`config.mk`:
```
export PLATFORM = sky130hd
export DESIGN_NAME = pretrade_gate
export DESIGN_NICKNAME = d
export VERILOG_FILES = /design/src/rtl/risk_pkg.sv /design/src/rtl/pretrade_tbl.sv /design/src/rtl/pretrade_arith.sv /design/src/rtl/pretrade_judge.sv /design/src/rtl/pretrade_gate.sv
export SDC_FILE = /design/constraint.sdc
export NUM_CORES = 2
export LEC_CHECK = 0
export BUFFER_PORTS_ARGS = -buffer_cell sky130_fd_sc_hd__buf_4
export CAP_MARGIN = 15
export CORE_MARGIN = 3
export CORE_UTILIZATION = 39
export CTS_BUF_LIST = sky130_fd_sc_hd__clkbuf_16
export DETAILED_ROUTE_END_ITERATION = 10
export PLACE_DENSITY = 0.53
export REMOVE_ABC_BUFFERS = 1
export SLEW_MARGIN = 20
export SYNTH_ARGS = -nofsm -noshare
export SYNTH_HDL_FRONTEND = slang
export SYNTH_SLANG_ARGS = --single-unit
```
`constraint.sdc`:
```
create_clock -name clk -period 30.7 [get_ports clk]
set_clock_uncertainty 0.15 [all_clocks]
set_input_delay 3.07 -clock clk [delete_from_list [all_inputs] [get_ports clk]]
set_output_delay 3.07 -clock clk [all_outputs]
set_load 0.01 [all_outputs]
```
`src/rtl/risk_pkg.sv`:
```
package risk_pkg;

   localparam int NUM_RULES  = 6;
   localparam int RB_OFFROW  = 0;
   localparam int RB_NOTION  = 1;
   localparam int RB_BAND    = 2;
   localparam int RB_QTYCAP  = 3;
   localparam int RB_POSCAP  = 4;
   localparam int RB_STEP    = 5;

   localparam int BAND_SCALE = 100;

   typedef enum logic [2:0] {
      FLD_ENABLE  = 3'd0,
      FLD_NOTION  = 3'd1,
      FLD_BANDPCT = 3'd2,
      FLD_QTYCAP  = 3'd3,
      FLD_POSCAP  = 3'd4,
      FLD_TICK    = 3'd5,
      FLD_LOT     = 3'd6
   } cfg_field_e;

endpackage

```
`src/rtl/pretrade_tbl.sv`:
```
module pretrade_tbl import risk_pkg::*; #(
   parameter int NUM_INST = 16,
   parameter int IDX_W    = 4,
   parameter int PRICE_W  = 16,
   parameter int QTY_W    = 12,
   parameter int POS_W    = 24,
   parameter int PCT_W    = 8,
   parameter int NOT_W    = 28
) (
   input  logic                     clk,
   input  logic                     rst_n,
   input  logic                     cfg_we,
   input  logic [IDX_W-1:0]         cfg_inst,
   input  logic [2:0]               cfg_sel,
   input  logic [NOT_W-1:0]         cfg_data,
   input  logic                     pos_we,
   input  logic [IDX_W-1:0]         pos_inst,
   input  logic signed [POS_W-1:0]  pos_data,
   input  logic [IDX_W-1:0]         rd_inst,
   output logic                     rd_enable,
   output logic [NOT_W-1:0]         rd_notion,
   output logic [PCT_W-1:0]         rd_band,
   output logic [QTY_W-1:0]         rd_qtycap,
   output logic [POS_W-1:0]         rd_poscap,
   output logic [PRICE_W-1:0]       rd_tick,
   output logic [QTY_W-1:0]         rd_lot,
   output logic signed [POS_W-1:0]  rd_pos
);

   logic                    en_a     [NUM_INST];
   logic [NOT_W-1:0]        notion_a [NUM_INST];
   logic [PCT_W-1:0]        band_a   [NUM_INST];
   logic [QTY_W-1:0]        qcap_a   [NUM_INST];
   logic [POS_W-1:0]        pcap_a   [NUM_INST];
   logic [PRICE_W-1:0]      tick_a   [NUM_INST];
   logic [QTY_W-1:0]        lot_a    [NUM_INST];
   logic signed [POS_W-1:0] pos_a    [NUM_INST];

   for (genvar e = 0; e < NUM_INST; e++) begin : g_row
      logic                    en_r;
      logic [NOT_W-1:0]        notion_r;
      logic [PCT_W-1:0]        band_r;
      logic [QTY_W-1:0]        qcap_r;
      logic [POS_W-1:0]        pcap_r;
      logic [PRICE_W-1:0]      tick_r;
      logic [QTY_W-1:0]        lot_r;
      logic signed [POS_W-1:0] pos_r;
      logic                    hit_cfg;
      logic                    hit_pos;

      assign hit_cfg = cfg_we && (cfg_inst == IDX_W'(e));
      assign hit_pos = pos_we && (pos_inst == IDX_W'(e));

      always_ff @(posedge clk or negedge rst_n) begin
         if (!rst_n) begin
            en_r     <= 1'b0;
            notion_r <= '0;
            band_r   <= '0;
            qcap_r   <= '0;
            pcap_r   <= '0;
            tick_r   <= '0;
            lot_r    <= '0;
         end else if (hit_cfg) begin
            case (cfg_field_e'(cfg_sel))
               FLD_ENABLE:  en_r     <= cfg_data[0];
               FLD_NOTION:  notion_r <= cfg_data;
               FLD_BANDPCT: band_r   <= cfg_data[PCT_W-1:0];
               FLD_QTYCAP:  qcap_r   <= cfg_data[QTY_W-1:0];
               FLD_POSCAP:  pcap_r   <= cfg_data[POS_W-1:0];
               FLD_TICK:    tick_r   <= cfg_data[PRICE_W-1:0];
               FLD_LOT:     lot_r    <= cfg_data[QTY_W-1:0];
               default: ;
            endcase
         end
      end

      always_ff @(posedge clk or negedge rst_n) begin
         if (!rst_n)       pos_r <= '0;
         else if (hit_pos) pos_r <= pos_data;
      end

      assign en_a[e]     = en_r;
      assign notion_a[e] = notion_r;
      assign band_a[e]   = band_r;
      assign qcap_a[e]   = qcap_r;
      assign pcap_a[e]   = pcap_r;
      assign tick_a[e]   = tick_r;
      assign lot_a[e]    = lot_r;
      assign pos_a[e]    = pos_r;
   end

   assign rd_enable = en_a[rd_inst];
   assign rd_notion = notion_a[rd_inst];
   assign rd_band   = band_a[rd_inst];
   assign rd_qtycap = qcap_a[rd_inst];
   assign rd_poscap = pcap_a[rd_inst];
   assign rd_tick   = tick_a[rd_inst];
   assign rd_lot    = lot_a[rd_inst];
   assign rd_pos    = pos_a[rd_inst];

endmodule

```
`src/rtl/pretrade_arith.sv`:
```
module pretrade_arith import risk_pkg::*; #(
   parameter int PRICE_W   = 16,
   parameter int QTY_W     = 12,
   parameter int POS_W     = 24,
   parameter int PCT_W     = 8,
   parameter int NOT_W     = 28,
   parameter int POW2_STEP = 0,
   localparam int DEV_W    = PRICE_W + 7,
   localparam int BAND_W   = PRICE_W + PCT_W
) (
   input  logic                     clk,
   input  logic                     rst_n,
   input  logic                     in_valid,
   input  logic                     in_enable,
   input  logic                     in_side,
   input  logic [PRICE_W-1:0]       in_price,
   input  logic [QTY_W-1:0]         in_qty,
   input  logic [PRICE_W-1:0]       in_ref,
   input  logic [NOT_W-1:0]         in_notion,
   input  logic [PCT_W-1:0]         in_band,
   input  logic [QTY_W-1:0]         in_qtycap,
   input  logic [POS_W-1:0]         in_poscap,
   input  logic [PRICE_W-1:0]       in_tick,
   input  logic [QTY_W-1:0]         in_lot,
   input  logic signed [POS_W-1:0]  in_pos,
   output logic                     out_valid,
   output logic                     out_offrow,
   output logic [NOT_W-1:0]         out_value,
   output logic [NOT_W-1:0]         out_notion,
   output logic [DEV_W-1:0]         out_dev,
   output logic [BAND_W-1:0]        out_band,
   output logic [QTY_W-1:0]         out_qty,
   output logic [QTY_W-1:0]         out_qtycap,
   output logic [POS_W:0]           out_pos_abs,
   output logic [POS_W-1:0]         out_poscap,
   output logic                     out_step_bad
);

   logic [PRICE_W-1:0]      gap;
   logic [NOT_W-1:0]        value_c;
   logic [DEV_W-1:0]        dev_c;
   logic [BAND_W-1:0]       band_c;
   logic signed [POS_W:0]   pos_ext;
   logic signed [POS_W:0]   qty_ext;
   logic signed [POS_W:0]   proj;
   logic [POS_W:0]          proj_abs;
   logic                    tick_off;
   logic                    lot_off;
   logic                    step_bad_c;

   assign gap     = (in_price >= in_ref) ? (in_price - in_ref) : (in_ref - in_price);
   assign value_c = NOT_W'(in_price) * NOT_W'(in_qty);
   assign dev_c   = DEV_W'(gap) * DEV_W'(BAND_SCALE);
   assign band_c  = BAND_W'(in_band) * BAND_W'(in_ref);

   assign pos_ext  = {in_pos[POS_W-1], in_pos};
   assign qty_ext  = $signed({{(POS_W + 1 - QTY_W){1'b0}}, in_qty});
   assign proj     = in_side ? (pos_ext - qty_ext) : (pos_ext + qty_ext);
   assign proj_abs = proj[POS_W] ? $unsigned(-proj) : $unsigned(proj);

   if (POW2_STEP != 0) begin : g_step_mask
      assign tick_off = (in_price & (in_tick - 1'b1)) != '0;
      assign lot_off  = (in_qty & (in_lot - 1'b1)) != '0;
   end else begin : g_step_mod
      logic [PRICE_W-1:0] tick_div;
      logic [QTY_W-1:0]   lot_div;
      assign tick_div = (in_tick == '0) ? PRICE_W'(1) : in_tick;
      assign lot_div  = (in_lot == '0) ? QTY_W'(1) : in_lot;
      assign tick_off = (in_price % tick_div) != '0;
      assign lot_off  = (in_qty % lot_div) != '0;
   end

   assign step_bad_c = (in_tick == '0) || (in_lot == '0) || tick_off || lot_off;

   always_ff @(posedge clk or negedge rst_n) begin
      if (!rst_n) out_valid <= 1'b0;
      else        out_valid <= in_valid;
   end

   always_ff @(posedge clk) begin
      if (in_valid) begin
         out_offrow   <= !in_enable;
         out_value    <= value_c;
         out_notion   <= in_notion;
         out_dev      <= dev_c;
         out_band     <= band_c;
         out_qty      <= in_qty;
         out_qtycap   <= in_qtycap;
         out_pos_abs  <= proj_abs;
         out_poscap   <= in_poscap;
         out_step_bad <= step_bad_c;
      end
   end

endmodule

```
`src/rtl/pretrade_judge.sv`:
```
module pretrade_judge import risk_pkg::*; #(
   parameter int PRICE_W   = 16,
   parameter int QTY_W     = 12,
   parameter int POS_W     = 24,
   parameter int PCT_W     = 8,
   parameter int NOT_W     = 28,
   localparam int DEV_W    = PRICE_W + 7,
   localparam int BAND_W   = PRICE_W + PCT_W,
   localparam int CMP_W    = (DEV_W > BAND_W) ? DEV_W : BAND_W
) (
   input  logic                  clk,
   input  logic                  rst_n,
   input  logic                  in_valid,
   input  logic                  in_offrow,
   input  logic [NOT_W-1:0]      in_value,
   input  logic [NOT_W-1:0]      in_notion,
   input  logic [DEV_W-1:0]      in_dev,
   input  logic [BAND_W-1:0]     in_band,
   input  logic [QTY_W-1:0]      in_qty,
   input  logic [QTY_W-1:0]      in_qtycap,
   input  logic [POS_W:0]        in_pos_abs,
   input  logic [POS_W-1:0]      in_poscap,
   input  logic                  in_step_bad,
   output logic                  d_valid,
   output logic [NUM_RULES-1:0]  d_reason,
   output logic                  fwd_strobe,
   output logic                  rej_strobe
);

   logic [NUM_RULES-1:0] mask_c;
   logic [NUM_RULES-1:0] s3_mask;
   logic                 s3_valid;

   always_comb begin
      mask_c             = '0;
      mask_c[RB_OFFROW]  = in_offrow;
      mask_c[RB_NOTION]  = in_value > in_notion;
      mask_c[RB_BAND]    = CMP_W'(in_dev) > CMP_W'(in_band);
      mask_c[RB_QTYCAP]  = in_qty > in_qtycap;
      mask_c[RB_POSCAP]  = in_pos_abs > {1'b0, in_poscap};
      mask_c[RB_STEP]    = in_step_bad;
   end

   always_ff @(posedge clk or negedge rst_n) begin
      if (!rst_n) begin
         s3_valid <= 1'b0;
         s3_mask  <= '0;
      end else begin
         s3_valid <= in_valid;
         s3_mask  <= in_valid ? mask_c : '0;
      end
   end

   always_ff @(posedge clk or negedge rst_n) begin
      if (!rst_n) begin
         d_valid    <= 1'b0;
         d_reason   <= '0;
         fwd_strobe <= 1'b0;
         rej_strobe <= 1'b0;
      end else begin
         d_valid    <= s3_valid;
         d_reason   <= s3_valid ? s3_mask : '0;
         fwd_strobe <= s3_valid && (s3_mask == '0);
         rej_strobe <= s3_valid && (s3_mask != '0);
      end
   end

endmodule

```
`src/rtl/pretrade_gate.sv`:
```
module pretrade_gate import risk_pkg::*; #(
   parameter int  NUM_INST  = 16,
   parameter int  PRICE_W   = 16,
   parameter int  QTY_W     = 12,
   parameter int  POS_W     = 24,
   parameter int  PCT_W     = 8,
   parameter int  POW2_STEP = 0,
   localparam int IDX_W     = (NUM_INST > 1) ? $clog2(NUM_INST) : 1,
   localparam int NOT_W     = PRICE_W + QTY_W,
   localparam int DEV_W     = PRICE_W + 7,
   localparam int BAND_W    = PRICE_W + PCT_W
) (
   input  logic                     clk,
   input  logic                     rst_n,
   input  logic                     q_valid,
   input  logic [IDX_W-1:0]         q_inst,
   input  logic                     q_side,
   input  logic [PRICE_W-1:0]       q_price,
   input  logic [QTY_W-1:0]         q_qty,
   input  logic [PRICE_W-1:0]       q_ref,
   input  logic                     cfg_we,
   input  logic [IDX_W-1:0]         cfg_inst,
   input  logic [2:0]               cfg_sel,
   input  logic [NOT_W-1:0]         cfg_data,
   input  logic                     pos_we,
   input  logic [IDX_W-1:0]         pos_inst,
   input  logic signed [POS_W-1:0]  pos_data,
   output logic                     d_valid,
   output logic [NUM_RULES-1:0]     d_reason,
   output logic                     fwd_strobe,
   output logic                     rej_strobe
);

   if (NUM_INST < 2 || (1 << IDX_W) != NUM_INST) begin : g_bad_inst
      $error("pretrade_gate: NUM_INST must be a power of two of at least 2");
   end
   if (PRICE_W < 8) begin : g_bad_price
      $error("pretrade_gate: PRICE_W must be at least 8");
   end
   if (QTY_W >= POS_W) begin : g_bad_qty
      $error("pretrade_gate: QTY_W must be narrower than POS_W");
   end
   if (POS_W > NOT_W || PCT_W > NOT_W || PCT_W < 1) begin : g_bad_cfg
      $error("pretrade_gate: configuration fields must fit in cfg_data");
   end

   logic                    t_enable;
   logic [NOT_W-1:0]        t_notion;
   logic [PCT_W-1:0]        t_band;
   logic [QTY_W-1:0]        t_qtycap;
   logic [POS_W-1:0]        t_poscap;
   logic [PRICE_W-1:0]      t_tick;
   logic [QTY_W-1:0]        t_lot;
   logic signed [POS_W-1:0] t_pos;

   pretrade_tbl #(
      .NUM_INST (NUM_INST), .IDX_W (IDX_W), .PRICE_W (PRICE_W),
      .QTY_W (QTY_W), .POS_W (POS_W), .PCT_W (PCT_W), .NOT_W (NOT_W)
   ) u_tbl (
      .clk       (clk),
      .rst_n     (rst_n),
      .cfg_we    (cfg_we),
      .cfg_inst  (cfg_inst),
      .cfg_sel   (cfg_sel),
      .cfg_data  (cfg_data),
      .pos_we    (pos_we),
      .pos_inst  (pos_inst),
      .pos_data  (pos_data),
      .rd_inst   (q_inst),
      .rd_enable (t_enable),
      .rd_notion (t_notion),
      .rd_band   (t_band),
      .rd_qtycap (t_qtycap),
      .rd_poscap (t_poscap),
      .rd_tick   (t_tick),
      .rd_lot    (t_lot),
      .rd_pos    (t_pos)
   );

   // stage 1: quote and its table row captured together
   logic                    s1_valid;
   logic                    s1_enable;
   logic                    s1_side;
   logic [PRICE_W-1:0]      s1_price;
   logic [QTY_W-1:0]        s1_qty;
   logic [PRICE_W-1:0]      s1_ref;
   logic [NOT_W-1:0]        s1_notion;
   logic [PCT_W-1:0]        s1_band;
   logic [QTY_W-1:0]        s1_qtycap;
   logic [POS_W-1:0]        s1_poscap;
   logic [PRICE_W-1:0]      s1_tick;
   logic [QTY_W-1:0]        s1_lot;
   logic signed [POS_W-1:0] s1_pos;

   always_ff @(posedge clk or negedge rst_n) begin
      if (!rst_n) s1_valid <= 1'b0;
      else        s1_valid <= q_valid;
   end

   always_ff @(posedge clk) begin
      if (q_valid) begin
         s1_enable <= t_enable;
         s1_side   <= q_side;
         s1_price  <= q_price;
         s1_qty    <= q_qty;
         s1_ref    <= q_ref;
         s1_notion <= t_notion;
         s1_band   <= t_band;
         s1_qtycap <= t_qtycap;
         s1_poscap <= t_poscap;
         s1_tick   <= t_tick;
         s1_lot    <= t_lot;
         s1_pos    <= t_pos;
      end
   end

   // stage 2: products, projected position, step remainders
   logic               s2_valid;
   logic               s2_offrow;
   logic [NOT_W-1:0]   s2_value;
   logic [NOT_W-1:0]   s2_notion;
   logic [DEV_W-1:0]   s2_dev;
   logic [BAND_W-1:0]  s2_band;
   logic [QTY_W-1:0]   s2_qty;
   logic [QTY_W-1:0]   s2_qtycap;
   logic [POS_W:0]     s2_pos_abs;
   logic [POS_W-1:0]   s2_poscap;
   logic               s2_step_bad;

   pretrade_arith #(
      .PRICE_W (PRICE_W), .QTY_W (QTY_W), .POS_W (POS_W),
      .PCT_W (PCT_W), .NOT_W (NOT_W), .POW2_STEP (POW2_STEP)
   ) u_arith (
      .clk          (clk),
      .rst_n        (rst_n),
      .in_valid     (s1_valid),
      .in_enable    (s1_enable),
      .in_side      (s1_side),
      .in_price     (s1_price),
      .in_qty       (s1_qty),
      .in_ref       (s1_ref),
      .in_notion    (s1_notion),
      .in_band      (s1_band),
      .in_qtycap    (s1_qtycap),
      .in_poscap    (s1_poscap),
      .in_tick      (s1_tick),
      .in_lot       (s1_lot),
      .in_pos       (s1_pos),
      .out_valid    (s2_valid),
      .out_offrow   (s2_offrow),
      .out_value    (s2_value),
      .out_notion   (s2_notion),
      .out_dev      (s2_dev),
      .out_band     (s2_band),
      .out_qty      (s2_qty),
      .out_qtycap   (s2_qtycap),
      .out_pos_abs  (s2_pos_abs),
      .out_poscap   (s2_poscap),
      .out_step_bad (s2_step_bad)
   );

   // stages 3 and 4: parallel compares, then verdict
   pretrade_judge #(
      .PRICE_W (PRICE_W), .QTY_W (QTY_W), .POS_W (POS_W),
      .PCT_W (PCT_W), .NOT_W (NOT_W)
   ) u_judge (
      .clk         (clk),
      .rst_n       (rst_n),
      .in_valid    (s2_valid),
      .in_offrow   (s2_offrow),
      .in_value    (s2_value),
      .in_notion   (s2_notion),
      .in_dev      (s2_dev),
      .in_band     (s2_band),
      .in_qty      (s2_qty),
      .in_qtycap   (s2_qtycap),
      .in_pos_abs  (s2_pos_abs),
      .in_poscap   (s2_poscap),
      .in_step_bad (s2_step_bad),
      .d_valid     (d_valid),
      .d_reason    (d_reason),
      .fwd_strobe  (fwd_strobe),
      .rej_strobe  (rej_strobe)
   );

endmodule

```
# Word level (Yosys, flattened, before mapping)
# Cells that the tools add are included.
dict set report totals {
  out_inout_bits 9
  in_bits 117
  reg_bits 2364
  elab_cells 402
}
dict set report classes {
  eq_ne 36
  mul 3
  bitwise 1
  div 2
  magnitude_cmp 6
  reduce_logical 159
  n_mux 31
  add_sub_neg 5
}
# cell count
set ops {}
lappend ops {{AND reduction 2 bit} 112}
lappend ops {{binary-select mux 24 bit (select 4 bit)} 2}
lappend ops {{2-to-1 mux 24 bit} 5}
lappend ops {{binary-select mux 28 bit (select 4 bit)} 1}
lappend ops {{binary-select mux 12 bit (select 4 bit)} 2}
lappend ops {{binary-select mux 16 bit (select 4 bit)} 1}
lappend ops {{== test 4 bit (second input constant)} 16}
lappend ops {{2-to-1 mux 16 bit} 4}
lappend ops {{2-to-1 mux 12 bit} 5}
lappend ops {{2-to-1 mux 28 bit} 2}
lappend ops {{logical AND 1 bit} 34}
lappend ops {{binary-select mux 8 bit (select 4 bit)} 1}
lappend ops {{== test 4 x 3 -> 1 bit (second input constant)} 8}
lappend ops {{subtractor 16 bit} 2}
lappend ops {{> comparator 28 bit} 1}
lappend ops {{multiplier 16 x 12 -> 28 bit} 1}
lappend ops {{adder 24 x 13 -> 25 bit} 1}
lappend ops {{> comparator 25 x 24 -> 1 bit} 1}
lappend ops {{2-to-1 mux 25 bit} 1}
lappend ops {{negator 25 bit} 1}
lappend ops {{subtractor 24 x 13 -> 25 bit} 1}
lappend ops {{> comparator 23 x 24 -> 1 bit} 1}
lappend ops {{multiplier 8 x 16 -> 24 bit} 1}
lappend ops {{multiplier 16 x 5 -> 21 bit (second input constant)} 1}
lappend ops {{other kinds (25)} 38}

# Depth between registers and ports, before layout
dict set report logic_depth {
  ltp_word 6
  mapped_depth 140
  ltp_nobuf 133
}

# Cells and area by module
# Synthesis repeated with hierarchy kept, for this count alone.
dict set report hier_totals {
  cells_unflattened 9975
  area_unflattened_um2 129200.2
}
# mod seq_area_each_um2 n_inst area_each_um2 cells_each
set by_module_without_submodules {}
lappend by_module_without_submodules {pretrade_tbl 50048.0 1 90211.5 5794}
lappend by_module_without_submodules {pretrade_arith 5310.1 1 31159.9 3673}
lappend by_module_without_submodules {pretrade_gate 5129.9 1 5129.9 171}
lappend by_module_without_submodules {pretrade_judge 400.4 1 2698.8 337}

# Least setup slack after synthesis
# Ideal clock, no wire load.
dict set report synth_path {
  path_type {register to register}
  startpoint {register s1_tick[8]}
  endpoint {register u_arith.out_step_bad (data pin)}
  setup_time_ns 0.274
  setup_slack_ns 3.774
  arrival_time_ns 26.501
  path_stages_with_launch 126
  synth_period_minus_slack_ns 26.926
  path_cell_list {edfxtp_1 > nor4_1 > nand4_1 > o21ai_0 > inv_1 > ha_1 > or4b_2 > nand2_1 > a21oi_1 > ha_1 > inv_1 > o21bai_1 > o2111ai_1 > xnor2_1 > inv_1 > ha_1 > a21o_1 > a21oi_1 > [90 not listed] > a311oi_1 > a21oi_1 > o21ai_0 > fa_1 > a21o_1 > a21oi_1 > o21ai_0 > a21oi_1 > o21bai_1 > a221o_1 > o21a_1 > o21ai_0 > a21boi_0 > o21a_1 > o31ai_1 > nand2b_1 > nor2_1 > o2111ai_1}
}
dict set report synth_via {
  elab_chain_len 6
  word_cells_on_any_way 7
  classes_between {div: 1; mux: 1; reduce/logical: 5}
}
# element line_no
set synth_lines {}
lappend synth_lines {{from (decl)} pretrade_gate.sv:91} ;# logic [PRICE_W-1:0] s1_tick;
lappend synth_lines {{from (signal assigned)} pretrade_gate.sv:111} ;# s1_tick <= t_tick;
lappend synth_lines {{zero test 16 bit} {pretrade_arith.sv:67, pretrade_arith.sv:73}}
lappend synth_lines {{2-to-1 mux 16 bit} pretrade_arith.sv:67} ;# assign tick_div = (in_tick == '0) ? PRICE_W'(1) : in_tick;
lappend synth_lines {{modulo 16 x 16 -> 16 bit} pretrade_arith.sv:69} ;# assign tick_off = (in_price % tick_div) != '0;
lappend synth_lines {{nonzero test 16 bit} pretrade_arith.sv:69}
lappend synth_lines {{logical OR 1 bit (*) (2 in series)} pretrade_arith.sv:73} ;# assign step_bad_c = (in_tick == '0) || (in_lot == '0) || tick_off || lot_off;
lappend synth_lines {{via u_arith.step_bad_c} pretrade_arith.sv:49} ;# logic step_bad_c;
lappend synth_lines {{to (signal assigned)} pretrade_arith.sv:91} ;# out_step_bad <= step_bad_c;
lappend synth_lines {{to (decl)} pretrade_arith.sv:36} ;# output logic out_step_bad
# The timed path passes the listed nets; every way through them passes the cells marked *.
# A chain may end at the register's enable or synchronous reset.

# Worst setup path after layout
dict set report layout_path {
  startpoint {register s1_tick[15]}
  endpoint {register u_arith.out_step_bad (data pin)}
}
# The elaborated chain is that of the path after synthesis.

==> metrics.log <==
[metrics] Post-synth ARST share: 0.854
[metrics] Highest Clock Rate: around 35 MHz
[metrics] source of the worst hold timing path: s1_notion[27]
[metrics] Clock Tree Root: clkbuf_16
[metrics] parity-gate share of the synthesized area counting xor and xnor cells: 0.0156
[metrics] vias per cell: 5.63
[metrics] internal power: 7.05 mW
[metrics] number of cells on the worst reg-to-reg path: 128
[metrics] main combinational cell family by area after synthesis: multiplexers
[metrics] number of flops mapped to enable cells by yosys: 346
[metrics] number of max-capacitance violations reported: 0
[metrics] capture point of the worst reg-to-reg path: u_arith.out_step_bad
[metrics] synthesized-area fraction occupied by ao, oa, aoi and oai cells: 0.0472
[metrics] clock-pin slew on the worst setup and hold paths: 0.05 ns
[metrics] Post-Synthesis Mean Instance Area: around 13 sq um
[metrics] maximum buffer depth of the clock tree: 4
[metrics] share of synthesized area spent on multiplexers: 0.289
[metrics] H-tree lvl count: 5
[metrics] share of the yosys chip area belonging to registers: 0.475
[metrics] actual transition at the worst max-transition pin: 1.13 ns
[metrics] number of hold violations in the final report: 0
[metrics] number of global-route vias before repair: between 80,000 and 90,000
[metrics] cts bufs inserted: around 280
[metrics] CTS tree: done
[metrics] count of clock tree sinks: 2,364
[metrics] count of synthesis-stage warnings from yosys: 0
[metrics] global routing's busiest layer: met2
[metrics] number of top-level design ports: between 100 and 150
[metrics] overall overflow remaining after global route: 0
[metrics] number of DRC markers after the initial detailed-route iteration: between 5,000 and 6,000
[metrics] TNS Setup: 0 ns
[metrics] dominant cells by area after synthesis: dfrtp_1 (39%), mux2_2 (18%), mux4_2 (11%), edfxtp_1 (8.1%), ha_1 (4.9%)
[metrics] Routability Congestion: 0.894
[metrics] worst setup slack for register-to-register paths: 1.74 ns
[metrics] relative max-transition margin: 0.239
[metrics] Worst Setup Start Kind: flip-flop
[metrics] sw power: between 3 and 4 mW
[metrics] worst path arrival time: between 20 and 30 ns
[metrics] total wire length: approximately 360,000 um
[metrics] number of standard-cell rows in the floorplan: about 210
[metrics] met1 track demand over resource in global routing: 0.305
[metrics] Yosys cell types: 93
[metrics] total power: between 10 and 15 mW
[metrics] cell repeated most along the worst path: ha_1
[metrics] Buffers & Inverters on Critical Path: 9
[metrics] insertion delay of the later-clocked pin in the worst-skew pair: roughly 0.88 ns
[metrics] Crit path required time: 31.08 ns
[metrics] hold path depth: 0
[metrics] average detailed-routed wire length per instance: around 26 um
[metrics] slowest cell delay on critical path: 0.63 ns
[metrics] critical-path cell with the highest stage delay: or4b_2
[metrics] drt first pass iters: 6
[metrics] portion of total power attributed to sequential cells: 0.371
[metrics] Post-layout nets: 10,400
[metrics] crit share post-route: 0.943
[metrics] part of the total power dissipated in combinational logic: 0.334
[metrics] end point of the most critical hold path: u_arith.out_notion[27]
[metrics] initial antenna violation count: 23
[metrics] CORE AREA: roughly 330,000 sq um
[metrics] fraction of met2 tracks used by global routing: 0.354
[metrics] Peak supply drop: between 0.1 and 0.15 mV
[metrics] post-synthesis cell area: between 100,000 and 150,000 sq um
[metrics] final critical-path setup slack: 1.74 ns
[metrics] Crit. End Element: flip-flop
[metrics] Simple-Gate Fraction of Synth Area: 0.0524
[metrics] GRT Total Usage: 0.216
[metrics] remaining antenna violation count: 0
[metrics] die footprint: 336,000 sq um
[metrics] initial core utilization: 0.394
[metrics] power share of the clock group: 0.295
[metrics] top flip-flop cell by instance count after synthesis: dfrtp_1
[metrics] cell class contributing the biggest share of worst-path delay: compound AO/OA/AOI/OAI gates
[metrics] maximum fanout count along the critical path: 13
[metrics] Die Span X: 580 um
[metrics] die height: 580 um
[metrics] status: completed
[metrics] origin of the critical flop-to-flop path: s1_tick[15]
[metrics] placement-stage cell area: about 130,000 sq um
[metrics] proportion of layout cells with a drive suffix above 1: 0.359
[metrics] adder-cell area share of the yosys netlist: 0.0867
[metrics] number of remaining DRC errors: 0
[metrics] Non-Filler Cell Area, Final: 143,000 sq um
[metrics] DR vias: about 80,000
[metrics] Synth Register Bits: 2,364
[metrics] Final Setup Violations: 0
[metrics] wire length of the first global-routing pass: roughly 550,000 um
[metrics] static power due to leakage: between 60 and 70 nW
[metrics] switching power share of the total: 0.330
[metrics] count of pins over their slew limit: 0
[metrics] pin count of the biggest net entering global routing: between 150 and 200
[metrics] post-synthesis cell type with the largest combined area: dfrtp_1
[metrics] number of cells produced by synthesis: around 9,500
[metrics] DP HPWL: about 230,000 um
[metrics] Area growth syn-to-layout: 11.5%
[metrics] P per Cell Area: 73.5 nW/um^2
[metrics] IO buf count: ~130
[metrics] pre-CTS setup slack: about 0.42 ns
[metrics] path type of the worst min-delay path: flip-flop to flip-flop
[metrics] global routing met3 resource utilization: 0.0260
[metrics] Critical Setup Path Class: flip-flop to flip-flop
[metrics] shortest clock period the worst path allows after layout: slightly below 30 ns
[metrics] top-area cell type share of the netlist area: 0.394
cell usage in the layout, fill, tap and decap left out, drive strengths merged, types with 109 or more instances in the layout:
| master | instances |
|---|---|
| clkbuf | 289 |
| dfrtp | 2018 |
| fa | 240 |
| and2 | 109 |
| nor2 | 372 |
| edfxtp | 346 |
| xnor2 | 159 |
| buf | 345 |
| nand2 | 435 |
| mux2 | 2035 |
| a21oi | 244 |
| ha | 505 |
| mux4 | 610 |
| o21ai | 178 |
| inv | 635 |
| a21o | 124 |
cell usage after synthesis (61+ instances only):
| cell type | number |
|---|---|
| nand2_1 | 435 |
| buf_1 | 61 |
| xor2_1 | 70 |
| o21a_1 | 70 |
| a21oi_1 | 244 |
| a21o_1 | 123 |
| mux4_2 | 610 |
| and2_1 | 109 |
| o21ai_0 | 176 |
| inv_1 | 548 |
| mux2_2 | 2030 |
| nand3_1 | 63 |
| edfxtp_1 | 346 |
| dfrtp_1 | 2018 |
| ha_1 | 505 |
| xnor2_1 | 159 |
| clkbuf_1 | 547 |
| nor3_1 | 88 |
| nor2_1 | 371 |
| fa_1 | 240 |
power groups by stage:
stage | clock network (mW) | logic [mW] | registers [mW]
after floorplan | 0 | 2.50 | 3.86
after global placement | 0 | 3.46 | 3.94
after detailed placement | 0 | 3.50 | 3.96
after CTS | 3.20 | 3.53 | 3.91
after global routing | 3.32 | 3.93 | 3.94
final | 3.10 | 3.51 | 3.90
metal layers:
layer,share of wire,wire (um),vias up
met5,0.000085,31,-
met4,0.026,9520,4
met3,0.042,15300,497
met2,0.47,172000,1758
met1,0.46,166000,42400
li1,-,-,34500
per-stage QoR:
step	util	hold WS [ns]	cells
finish	0.439	0.268	14100
global placement	0.412	0.256	13600
CTS	0.438	0.268	14000
global route	0.439	0.272	14100
detailed placement	0.412	0.255	13600
floorplan	-	0.250	8900
worst register-to-register path, delay by kind of cell (launching register included):
family	cells	cell delay, ns
AOI/OAI and AO/OA	62	12.85
xor gates and xnor gates	2	0.58
adders and majority gates	15	4.88
buffers and inverters	9	1.29
DFF	1	0.50
muxes	4	1.32
and+or+nand+nor	36	7.04
what timing repair did:
action | in CTS | in global routing
endpoints found under the setup margin | 0 | 1
buffers inserted | 0 | 6
gates resized for setup | 0 | 36
hold buffers | 0 | 0
registers in the layout (all words and copies together) (netlist names), 16 cells and up:
register / flops
u_tbl.g_row.tick_r: 256
s1_poscap: 24
u_tbl.g_row.notion_r: 448
u_tbl.g_row.pcap_r: 384
u_tbl.g_row.qcap_r: 192
u_arith.out_notion: 28
u_tbl.g_row.pos_r: 384
u_tbl.g_row.lot_r: 192
u_arith.out_poscap: 24
s1_notion: 28
u_arith.out_dev: 21
u_arith.out_value: 28
s1_price: 16
s1_pos: 24
u_tbl.g_row.band_r: 128
u_tbl.g_row.en_r: 16
s1_ref: 16
u_arith.out_pos_abs: 25
s1_tick: 16
u_arith.out_band: 24
worst max path at each step:
stage | from | to | slack (ns) | cells after the start
global placement | s1_tick[9] | u_arith.out_step_bad | 0.79 | 130
CTS | s1_tick[9] | u_arith.out_step_bad | 0.31 | 128
detailed placement | s1_tick[9] | u_arith.out_step_bad | 0.42 | 128
finish | s1_tick[15] | u_arith.out_step_bad | 1.74 | 128
global route | s1_tick[15] | u_arith.out_step_bad | -0.08 | 131
floorplan | s1_tick[8] | u_arith.out_step_bad | 2.84 | 123
area by class of cell:
class,instances,area (sq um)
inverters,550,2070
multi-input cells,5986,63400
well taps,4325,5410
fillers,29400,183000
repair buffers,346,2830
clock buffers,288,7210
clock inverters,191,1200
diodes,13,32.5
flip-flops and latches,2364,60900
kinds of logic (layout without fill, tap and decap cells):
kind of cell,count (synthesis),in the layout
mux,2686,2686
flops,2364,2364
simple gates,1402,1402
buf+inv,1165,1375
compound gates,924,924
fa+ha+maj,745,745
xor+xnor,229,229
other cells,0,13
(Power assumes the default switching activity.)
